--- config.mk ---
export PLATFORM = sky130hd
export DESIGN_NAME = serial_char_framer
export DESIGN_NICKNAME = d
export VERILOG_FILES = /design/src/rtl/serial_char_framer.sv
export SDC_FILE = /design/constraint.sdc
export NUM_CORES = 1
export LEC_CHECK = 0
export BUFFER_PORTS_ARGS = -buffer_cell sky130_fd_sc_hd__buf_2
export CAP_MARGIN = 20
export CORE_MARGIN = 1.5
export CORE_UTILIZATION = 64
export DETAILED_ROUTE_END_ITERATION = 8
export GPL_ROUTABILITY_DRIVEN = 0
export PLACE_DENSITY = 0.92
export SLEW_MARGIN = 20
export SYNTH_ARGS = -nofsm -noshare
export SYNTH_HDL_FRONTEND = slang
export SYNTH_SLANG_ARGS = --single-unit
--- constraint.sdc ---
create_clock -name clk -period 5.2 [get_ports clk]
set_input_delay 1.04 -clock clk [delete_from_list [all_inputs] [get_ports clk]]
set_output_delay 1.04 -clock clk [all_outputs]
set_load 0.005 [all_outputs]
--- src/rtl/serial_char_framer.sv ---
module serial_char_framer #(
  parameter int DIV_W = 16
) (
  input  logic             clk,
  input  logic             rst_n,
  input  logic [DIV_W-1:0] cfg_divisor,
  input  logic [1:0]       cfg_len,
  input  logic [1:0]       cfg_par,
  input  logic [1:0]       cfg_stop,
  input  logic             cfg_break,
  input  logic             tx_valid,
  input  logic [7:0]       tx_data,
  output logic             tx_ready,
  output logic             txd,
  input  logic             rxd,
  output logic             rx_valid,
  output logic [7:0]       rx_data,
  output logic             rx_perr,
  output logic             rx_ferr,
  output logic             rx_brk,
  input  logic             rx_ready
);
  localparam logic [DIV_W-1:0] DIV_ONE = 1;

  typedef enum logic [2:0] {S_IDLE, S_START, S_DATA, S_PAR, S_STOP, S_STOPX, S_WAIT} st_t;

  logic [DIV_W-1:0] bcnt;
  logic             tick;
  assign tick = (cfg_divisor != '0) && (bcnt >= cfg_divisor - DIV_ONE);

  always_ff @(posedge clk or negedge rst_n)
    if (!rst_n)                             bcnt <= '0;
    else if (tick || cfg_divisor == '0)     bcnt <= '0;
    else                                    bcnt <= bcnt + DIV_ONE;

  logic [3:0] last_idx;
  logic [5:0] stop_ticks;
  logic [7:0] mask;
  logic       par_en, par_odd;
  assign last_idx   = 4'd4 + {2'b00, cfg_len};
  assign stop_ticks = (cfg_stop == 2'b00) ? 6'd16 : (cfg_stop == 2'b01) ? 6'd24 : 6'd32;
  assign mask       = ~(8'hE0 << cfg_len);
  assign par_en     = (cfg_par == 2'b01) || (cfg_par == 2'b10);
  assign par_odd    = (cfg_par == 2'b10);

  st_t        tx_st;
  logic [5:0] tx_cnt;
  logic [2:0] tx_idx;
  logic [7:0] tx_sh;
  logic       tx_pbit;
  logic [5:0] tx_last;
  assign tx_last = (tx_st == S_STOP) ? stop_ticks - 6'd1 : 6'd15;

  always_ff @(posedge clk or negedge rst_n) begin
    if (!rst_n) begin
      tx_st <= S_IDLE; tx_cnt <= '0; tx_idx <= '0; tx_sh <= '0; tx_pbit <= 1'b0;
    end else if (tx_st == S_IDLE) begin
      if (tx_valid) begin
        tx_sh   <= tx_data & mask;
        tx_pbit <= (^(tx_data & mask)) ^ par_odd;
        tx_cnt  <= '0;
        tx_idx  <= '0;
        tx_st   <= S_START;
      end
    end else if (tick) begin
      if (tx_cnt == tx_last) begin
        tx_cnt <= '0;
        case (tx_st)
          S_START: tx_st <= S_DATA;
          S_DATA: begin
            tx_sh  <= tx_sh >> 1;
            tx_idx <= tx_idx + 3'd1;
            if ({1'b0, tx_idx} == last_idx) tx_st <= par_en ? S_PAR : S_STOP;
          end
          S_PAR:   tx_st <= S_STOP;
          default: tx_st <= S_IDLE;
        endcase
      end else begin
        tx_cnt <= tx_cnt + 6'd1;
      end
    end
  end

  assign tx_ready = (tx_st == S_IDLE);
  assign txd = cfg_break ? 1'b0 :
               (tx_st == S_START) ? 1'b0 :
               (tx_st == S_DATA)  ? tx_sh[0] :
               (tx_st == S_PAR)   ? tx_pbit : 1'b1;

  logic       rx_m, rx_s;
  always_ff @(posedge clk or negedge rst_n)
    if (!rst_n) begin rx_m <= 1'b1; rx_s <= 1'b1; end
    else        begin rx_m <= rxd;  rx_s <= rx_m; end

  st_t        rx_st;
  logic [5:0] rx_cnt;
  logic [2:0] rx_idx;
  logic [7:0] rx_sh;
  logic       rx_pacc, rx_zero, rx_pe;

  always_ff @(posedge clk or negedge rst_n) begin
    if (!rst_n) begin
      rx_st <= S_IDLE; rx_cnt <= '0; rx_idx <= '0; rx_sh <= '0;
      rx_pacc <= 1'b0; rx_zero <= 1'b0; rx_pe <= 1'b0;
      rx_valid <= 1'b0; rx_data <= '0; rx_perr <= 1'b0; rx_ferr <= 1'b0; rx_brk <= 1'b0;
    end else begin
      if (rx_valid && rx_ready) rx_valid <= 1'b0;
      case (rx_st)
        S_IDLE:
          if (tick && !rx_s) begin rx_st <= S_START; rx_cnt <= '0; end
        S_START:
          if (tick) begin
            if (rx_cnt == 6'd7) begin
              rx_cnt <= '0;
              if (rx_s) rx_st <= S_IDLE;
              else begin
                rx_st <= S_DATA; rx_idx <= '0; rx_sh <= '0;
                rx_pacc <= 1'b0; rx_zero <= 1'b1; rx_pe <= 1'b0;
              end
            end else rx_cnt <= rx_cnt + 6'd1;
          end
        S_DATA:
          if (tick) begin
            if (rx_cnt == 6'd15) begin
              rx_cnt <= '0;
              rx_sh[rx_idx] <= rx_s;
              rx_pacc <= rx_pacc ^ rx_s;
              rx_zero <= rx_zero & ~rx_s;
              rx_idx  <= rx_idx + 3'd1;
              if ({1'b0, rx_idx} == last_idx) rx_st <= par_en ? S_PAR : S_STOP;
            end else rx_cnt <= rx_cnt + 6'd1;
          end
        S_PAR:
          if (tick) begin
            if (rx_cnt == 6'd15) begin
              rx_cnt  <= '0;
              rx_pe   <= rx_pacc ^ rx_s ^ par_odd;
              rx_zero <= rx_zero & ~rx_s;
              rx_st   <= S_STOP;
            end else rx_cnt <= rx_cnt + 6'd1;
          end
        S_STOP:
          if (tick) begin
            if (rx_cnt == 6'd15) begin
              rx_cnt <= '0;
              if (rx_s) begin
                rx_valid <= 1'b1; rx_data <= rx_sh; rx_perr <= rx_pe;
                rx_ferr <= 1'b0; rx_brk <= 1'b0; rx_st <= S_IDLE;
              end else if (rx_zero && stop_ticks == 6'd16) begin
                rx_valid <= 1'b1; rx_data <= '0; rx_perr <= 1'b0;
                rx_ferr <= 1'b1; rx_brk <= 1'b1; rx_st <= S_WAIT;
              end else if (rx_zero) begin
                rx_st <= S_STOPX;
              end else begin
                rx_valid <= 1'b1; rx_data <= rx_sh; rx_perr <= rx_pe;
                rx_ferr <= 1'b1; rx_brk <= 1'b0; rx_st <= S_WAIT;
              end
            end else rx_cnt <= rx_cnt + 6'd1;
          end
        S_STOPX:
          if (tick) begin
            if (rx_cnt == stop_ticks - 6'd17) begin
              rx_cnt   <= '0;
              rx_valid <= 1'b1;
              rx_data  <= '0;
              rx_ferr  <= 1'b1;
              if (!rx_s) begin
                rx_perr <= 1'b0; rx_brk <= 1'b1; rx_st <= S_WAIT;
              end else begin
                rx_perr <= rx_pe; rx_brk <= 1'b0; rx_st <= S_IDLE;
              end
            end else rx_cnt <= rx_cnt + 6'd1;
          end
        default:
          if (rx_s) rx_st <= S_IDLE;
      endcase
    end
  end
endmodule

==> run summary, run 1 <==
Rel. slew slack: 43.0%
Simple logic cell fraction of the synthesized area: 23.1%
Top_reg_cell synth: dfrtp_1
Critical-path maximum fanout: 23
Switching fraction of total power: 36.7%
Resized cells post-CTS: 0
Drt wl/cell: 17.0 um
Minimum clock period: 4640 ps
Hold_buf cts: 0
Worst-path clk slew: 70 ps
Via count: 4491
FF-to-FF End: bcnt[6]
Reg2Reg Setup Slack: 2130 ps
Main combinational cell family by area after synthesis: simple AND/OR/NAND/NOR gates
Worst Hold Class: flop to flop
Total Wirelength: 11.8 mm
Fin. max-slew vios: 0
I/O Buffers: 49
#FFs+latches synth: 74
Total grt overflow: 0
Core area: 7650 sq um
Clock root cell: clkbuf_8
Largest buffer count on any clock path: 2
CTS sink count: 74
Tcrit/Tclk final: 89.2%
Share of cells above drive strength 1: 16.6%
Number of max-cap violations: 0
Post CTS Setup Buffer Count: 0
DRC viols: 0
Reg power frac: 43.9%
Synth area leader: dfrtp_1
Via density: 6.47
Cell area power density: 344 nW/um^2
Overall power: 1.88 mW
Skew-Pair Late Insertion Delay: 350 ps
Nets: 647
Post-synthesis mux area share: 4.66%
Post-Layout Cell Count: 694
# setup viols final: 0
Xor/xnor cell area share of the yosys netlist: 7.72%
Detailed Route Iter0 Violations: 448
Status: finished, final reports clean
Pre-antenna DRT Iters: 5
Worst Path Arrival: 4910 ps
Vert. Die Dim: 91.3 um
DP Wirelength: 8.43 mm
Max Fclk: 216 MHz
Sequential area share after synthesis: 37.2%
Skew final: 9.41 ps
Crit path required time: 5470 ps
Setup crit end kind: flop
Synth unique cells: 68
Placed Cells: 678
Adder-Cell Fraction of Synth Area: 6.02%
Vias in the first global route: 4332
Hold depth: 0
Final Hold Fails: 0
First-pass GRT wire length: 20.1 mm
CTS tree: built
Syn Area/Cell: 9.07 sq um
Starting Density: 65.3%
Reg2reg start: bcnt[11]
Post-synth EDFFs: 0
Critical path type: primary input to flop
Maximum vdd drop: 0.240 mV
Synthesized Nets: 610
Met1 Usage GRT: 39.9%
Setup_tns: 0 ps
Placement row count: 32
Unrepaired setup endpoints after global routing: false
Post-synthesis compound-gate area fraction: 16.7%
Synth-to-Final Area Change: 9.85%
Ys async rst share: 100%
Initial antenna violation count: 0
Comb power frac: 31.4%
Leading post-synthesis cells by cell area: dfrtp_1, ha_1, xnor2_1
Die Wd: 91.3 um
Min-delay src: rx_m
Routed Antenna Nets: 0
P_int: 1.19 mW
Area fraction of the dominant cell type after synthesis: 36.1%
CTS Buf Count: 9
YS warnings: 0
GRT met2 Usage: 48.8%
Slew at the pin closest to its max-slew limit: 855 ps
Grt peak-use layer: met2
Total die area: 8340 sq um
Net switching power: 692 uW
All-Layer GR Usage: 29.7%
Met3 Usage GRT: 4.27%
FF-to-FF path depth: 8
Largest net degree at the start of global routing: 39
Hold endpoint: rx_s
Io pins: 50
CTS H-tree depth: 3
Clk pwr share: 24.7%
Leakage: 2.46 nW
Antenna fix cells: 0
Synthesized cell area: 4990 sq um
Cells after Synth: 550
Filler cells: 559
Setup crit start kind: primary input
[through the flow]
step / area, sq um / utilization, % / hold slack [ps] / worst slack (ps)
floorplan: 4990 / - / 345 / 831
global route: 5480 / 71.7 / 365 / 292
detailed placement: 5280 / 69.0 / 348 / 228
finish: 5480 / 71.7 / 357 / 564
global placement: 5280 / 69.0 / 346 / 425
CTS: 5480 / 71.7 / 359 / 600
[state kept, by name (all words and copies together) (netlist names), 3 cells and up]
name	count
bcnt	16
rx_cnt	6
rx_data	8
rx_idx	3
rx_sh	8
rx_st	3
tx_cnt	6
tx_idx	3
tx_sh	8
tx_st	3
[placed cells by master (no fill, tap or decap), types with 3 or more instances in the layout]
| cell | instances |
|---|---|
| o41ai_1 | 12 |
| xnor2_1 | 31 |
| a221o_1 | 6 |
| buf_4 | 8 |
| nand3_1 | 20 |
| nor4bb_1 | 3 |
| clkbuf_8 | 11 |
| nor3_1 | 16 |
| nand3b_1 | 3 |
| ha_1 | 24 |
| and4_1 | 3 |
| and2_1 | 9 |
| xor2_1 | 13 |
| a31oi_1 | 6 |
| and3_1 | 7 |
| o21ai_0 | 18 |
| nor2_1 | 40 |
| mux2i_1 | 12 |
| a21o_1 | 4 |
| nand2_1 | 67 |
| o31ai_1 | 16 |
| nor2b_1 | 7 |
| nand4_1 | 17 |
| a311o_1 | 3 |
| mux2_2 | 10 |
| nor4_1 | 9 |
| dfrtp_1 | 72 |
| or2_2 | 3 |
| buf_2 | 49 |
| a21oi_1 | 15 |
| a22o_1 | 3 |
| nand2b_1 | 6 |
| inv_1 | 20 |
[worst max-delay path, cell delays in order]
cell       delay (ps)
buf_2             130
or4_4             550
or4_4             480
nor3_1            190
xnor2_1           160
ha_1              270
and4_1            210
nand4_1           120
a2bb2oi_1         230
and3_1            560
buf_4             370
nand2_1           350
nor2_1            230
[power by group through the flow]
stage | combinational [mW] | sequential, mW | clock [mW]
global route | 0.669 | 0.844 | 0.486
detailed placement | 0.580 | 0.832 | 0
global placement | 0.542 | 0.821 | 0
finish | 0.592 | 0.827 | 0.465
CTS | 0.588 | 0.822 | 0.468
floorplan | 0.462 | 0.774 | 0
[metal layers]
metal	vias to the layer above	share of wire, %
met5	-	0
met4	0	2.0
met3	38	5.7
met2	184	50
met1	2168	43
li1	2101	-
[area by class of cell]
type | count | area [sq um] | share of cell area, %
multi-input cells | 425 | 2920 | 53.2
flip-flops and latches | 74 | 1850 | 33.8
repair buffers | 57 | 305 | 5.57
clock buffers | 12 | 155 | 2.83
well taps | 102 | 128 | 2.33
inverters | 20 | 75.1 | 1.37
clock inverters | 4 | 50.0 | 0.913
[cell usage after synthesis (3+ instances only)]
library cell and n:
o31ai_1 16, nor4bb_1 3, a31oi_1 6, xnor2_1 31
nor3_1 16, and3_1 7, a22o_1 3, o41ai_1 12
mux2_2 10, nand3_1 20, nand3b_1 3, xor2_1 13
clkbuf_1 23, nand4_1 17, o21ai_0 18, ha_1 24
buf_2 3, and4_1 3, a311o_1 3, a21o_1 4
nor4_1 9, nand2b_1 6, nor2b_1 7, and2_1 9
nor2_1 40, inv_1 20, or2_2 3, a21oi_1 15
mux2i_1 12, a221o_1 6, dfrtp_1 72, nand2_1 67
[kinds of logic (layout without fill, tap and decap cells)]
group	Yosys count	in the layout
simple gates	224	224
compound gates	111	111
flops	74	74
buf+inv	51	93
xor+xnor	44	44
fa+ha+maj	24	24
mux	22	22
[how the worst max path moves through the flow]
stage / from / to / slack, ps
after floorplan: cfg_divisor[7] / rx_idx[2] / 830
after CTS: cfg_divisor[7] / bcnt[6] / 600
after global placement: cfg_divisor[7] / bcnt[3] / 430
after detailed placement: cfg_divisor[7] / bcnt[6] / 230
final: cfg_divisor[7] / bcnt[6] / 560
after global routing: cfg_divisor[4] / bcnt[6] / 290
(Power assumes the default switching activity.)
==> run 2, diff against run 1 <==
CTS_BUF_LIST = sky130_fd_sc_hd__clkbuf_8   (was not set)
SKIP_CTS_REPAIR_TIMING = 1   (was not set)
==> run 2 against run 1 <==
Count of clock-buffer cells in the layout down 1. Critical endpoint unchanged. Non-clock buffer count unchanged. Sequential cell count unchanged. Sequential share of layout area unchanged. Largest cell class unchanged. Register-to-register slack about the same. Die area unchanged. Sequential power about the same.
==> run summary, run 2 (synthesis gave the netlist of run 1 again) <==
Total grt overflow: 0
Largest Register: bcnt
Rel. slew slack: 43.2%
Starting Density: 65.3%
Routed Antenna Nets: 0
All-Layer GR Usage: 29.7%
Cell family with most CP delay: simple AND/OR/NAND/NOR gates
Setup crit start kind: primary input
Unrepaired setup endpoints after global routing: false
I/O Buffers: 49
Tcrit/Tclk final: 89.3%
Worst path depth: 13
Critical Path End: bcnt[6]
Io pins: 50
DP Wirelength: 8.43 mm
Largest buffer count on any clock path: 2
CTS Buf Count: 9
Total Wirelength: 11.8 mm
CTS tree: built
Reg2reg start: bcnt[11]
Setup crit end kind: flop
Cell area power density: 343 nW/um^2
DRC viols: 0
Worst-path clk slew: 70 ps
Nets: 647
Total die area: 8340 sq um
CP Buf/Inv Count: 2
FF-to-FF path depth: 8
Most frequent cells in the layout: dfrtp_1, nand2_1, buf_2
Max Fclk: 215 MHz
Pre-antenna DRT Iters: 6
Worst Hold Class: flop to flop
CP max stage delay: 560 ps
Detailed Route Iter0 Violations: 451
Slew at the pin closest to its max-slew limit: 851 ps
Minimum clock period: 4640 ps
Share of cells above drive strength 1: 16.6%
# setup viols final: 0
Initial antenna violation count: 0
Max reg flops: 16
Vias in the first global route: 4332
CTS H-tree depth: 3
Critical path type: primary input to flop
Antenna fix cells: 0
Most common cell on crit path: or4_4
FF-to-FF End: bcnt[6]
CTS sink count: 74
Synth-to-Final Area Change: 9.85%
Placement row count: 32
Fin. max-slew vios: 0
Critical-path top delay cell: and3_1
Fin Hold WS: 357 ps
Core area: 7650 sq um
First-pass GRT wire length: 20.1 mm
Largest net degree at the start of global routing: 39
Via density: 6.49
Leakage: 2.46 nW
Critical-path maximum fanout: 23
Vert. Die Dim: 91.3 um
Via count: 4502
Crit path required time: 5470 ps
CP Cell Sequence: buf_2 > or4_4 > or4_4 > nor3_1 > xnor2_1 > ha_1 > and4_1 > nand4_1 > a2bb2oi_1 > and3_1 > buf_4 > nand2_1 > nor2_1
Clock root cell: clkbuf_8
Worst Path Arrival: 4910 ps
Commonest non-fill, non-tap cell in the layout: dfrtp_1
Filler cells: 559
Worst setup path start: cfg_divisor[7]
Skew final: 8.89 ps
Reg2Reg Setup Slack: 2120 ps
Drt wl/cell: 17.1 um
Number of max-cap violations: 0
Final Hold Fails: 0
Maximum vdd drop: 0.240 mV
Die Wd: 91.3 um
Status: finished, final reports clean
Skew-Pair Late Insertion Delay: 350 ps
Setup_tns: 0 ps
[run 2: cell count changes in the layout (fill, tap and decap cells not counted), sizes merged]
| cell | delta |
|---|---|
| clkbuf | -1 |
| inv | +1 |
[run 2: metal layers]
metal,part of all wire [%],global-route usage (%),vias to the layer above
met5,0,0,-
met1,42,39.9,2167
met2,50,48.8,206
li1,-,-,2098
met3,6.9,4.27,31
met4,1.8,10.7,0
[run 2: worst min-delay path by stage]
stage,from,to,cells after the start
after detailed placement,rx_m,rx_s,0
after CTS,rx_m,rx_s,0
after floorplan,rx_m,rx_s,0
final,rx_m,rx_s,0
after global placement,rx_m,rx_s,0
after global routing,rx_m,rx_s,0
[run 2: layout make-up]
type / count / area, sq um / share of cell area [%]
flip-flops and latches: 74 / 1850 / 33.8
clock buffers: 11 / 151 / 2.76
multi-input cells: 425 / 2920 / 53.2
clock inverters: 5 / 53.8 / 0.981
repair buffers: 57 / 305 / 5.57
inverters: 20 / 75.1 / 1.37
well taps: 102 / 128 / 2.33
[run 2: power breakdown]
group	leakage [nW]	internal (mW)	switching [mW]
Combinational	1.42	0.265	0.328
Sequential	0.939	0.680	0.147
Clock	0.103	0.245	0.217
[run 2: through the flow]
step | setup WS, ps | total power [mW] | utilization (%) | instance area (sq um) | std cells
after global placement | 425 | 1.36 | 69.0 | 5280 | 678
after detailed placement | 228 | 1.41 | 69.0 | 5280 | 678
final | 557 | 1.88 | 71.7 | 5480 | 694
after global routing | 292 | 2.00 | 71.7 | 5480 | 694
after CTS | 600 | 1.88 | 71.7 | 5480 | 694
after floorplan | 831 | 1.24 | - | 4990 | 550
==> run 3, diff against run 2 <==
PLACE_DENSITY = 0.85   (was 0.92)
==> run 3 against run 2 <==
Sequential share of layout area shrank 0.054 points. Global-route usage is 0.79 points higher. Critical path depth unchanged. Core utilization up 0.11 points. First-iteration DRC count fell by 7.8%. Routed wire length up 0.10%. Sequential power barely moved. Die area stayed put. Hold slack improved by 3.5 ps. Maximum frequency is 2.1% higher. Critical endpoint is now rx_idx[2]. Largest cell class unchanged.
==> run summary, run 3 (synthesis gave the netlist of run 1 again) <==
Status: finished, final reports clean
Worst-path clk slew: 80 ps
Setup_tns: 0 ps
Core area: 7650 sq um
DP Wirelength: 8.32 mm
Routed Antenna Nets: 0
Initial antenna violation count: 0
Final worst setup slack: 651 ps
CTS Buf Count: 9
Max reg flops: 16
Fin Hold WS: 360 ps
Via density: 6.32
Slew at the pin closest to its max-slew limit: 899 ps
Grt peak-use layer: met2
All-Layer GR Usage: 30.5%
Fin. max-slew vios: 0
Max Fclk: 220 MHz
Met3 Usage GRT: 3.52%
Largest buffer count on any clock path: 2
Total grt overflow: 0
Largest Register: bcnt
Met1 Usage GRT: 42.5%
Worst Path Arrival: 4810 ps
I/O Buffers: 49
Share of cells above drive strength 1: 16.7%
Synth-to-Final Area Change: 10.0%
Setup crit end kind: flop
Setup crit start kind: primary input
Skew-Pair Late Insertion Delay: 360 ps
Worst setup path start: cfg_divisor[7]
Overall power: 1.87 mW
Reg2reg start: tx_st[1]
GRT met2 Usage: 49.1%
Most frequent cells in the layout: dfrtp_1, nand2_1, buf_2
Via count: 4389
Vias in the first global route: 4333
Total Wirelength: 11.9 mm
Final Hold Fails: 0
Unrepaired setup endpoints after global routing: false
Critical-path maximum fanout: 25
Antenna fix cells: 0
Placement row count: 32
Nets: 648
Rel. slew slack: 40.1%
Cell area power density: 340 nW/um^2
Clock root cell: clkbuf_8
Skew final: 7.98 ps
Critical path type: primary input to flop
Total die area: 8340 sq um
First-pass GRT wire length: 20.6 mm
Worst Hold Class: flop to flop
Drt wl/cell: 17.1 um
Pre-antenna DRT Iters: 6
Starting Density: 65.3%
Vert. Die Dim: 91.3 um
Crit path required time: 5460 ps
Largest net degree at the start of global routing: 41
# setup viols final: 0
Maximum vdd drop: 0.200 mV
Tcrit/Tclk final: 87.5%
Min-delay src: rx_m
CTS sink count: 74
DRC viols: 0
Die Wd: 91.3 um
CTS H-tree depth: 3
Commonest non-fill, non-tap cell in the layout: dfrtp_1
Leakage: 2.48 nW
Fin util: 71.8%
Number of max-cap violations: 0
Io pins: 50
Detailed Route Iter0 Violations: 416
Minimum clock period: 4550 ps
Place WS: 322 ps
CTS tree: built
run 3: metal layers:
metal	part of all wire [%]	wire [um]	vias up
met5	0	0	-
met4	1.6	195	0
met3	5.9	696	23
met2	49	5760	181
met1	44	5200	2089
li1	-	-	2096
run 3: final timing paths:
path | endpoint | slack (ps) | cells past startpoint
min in group asynchronous | bcnt[14] | 790 | 1
hold reg to reg | rx_s | 360 | 0
setup reg to reg | tx_sh[4] | 2370 | 6
hold / removal | rx_s | 360 | 0
setup / recovery | rx_idx[2] | 650 | 13
max in group asynchronous | rx_m | 3380 | 2
run 3: critical path: stages:
cell and delay, ps:
buf_2 140, or4_4 560, or4_4 470, nor3_1 240
xnor2_1 130, ha_1 310, and4_1 210, nand4_1 120
a311o_1 350, and3_1 250, buf_12 200, or4_1 540
a22o_1 250
run 3: cell type report:
cell class                      instances  area [sq um]
Multi-Input combinational cell        425          2920
Inverter                               20          75.1
Sequential cell                        74          1850
Fill cell                             566          2160
Timing Repair Buffer                   58           325
Clock buffer                            9           124
Tap cell                              102           128
Clock inverter                          7          70.1
run 3: through the flow:
step / cells / cell area [sq um]
4_1_cts: 695 / 5490
6_report: 695 / 5490
3_3_place_gp: 679 / 5300
5_1_grt: 695 / 5490
2_1_floorplan: 550 / 4990
3_5_place_dp: 679 / 5300
run 3: power breakdown:
part	switching (mW)	internal (mW)	total [mW]
clock	0.228	0.221	0.449
combinational	0.324	0.269	0.593
sequential	0.144	0.679	0.824
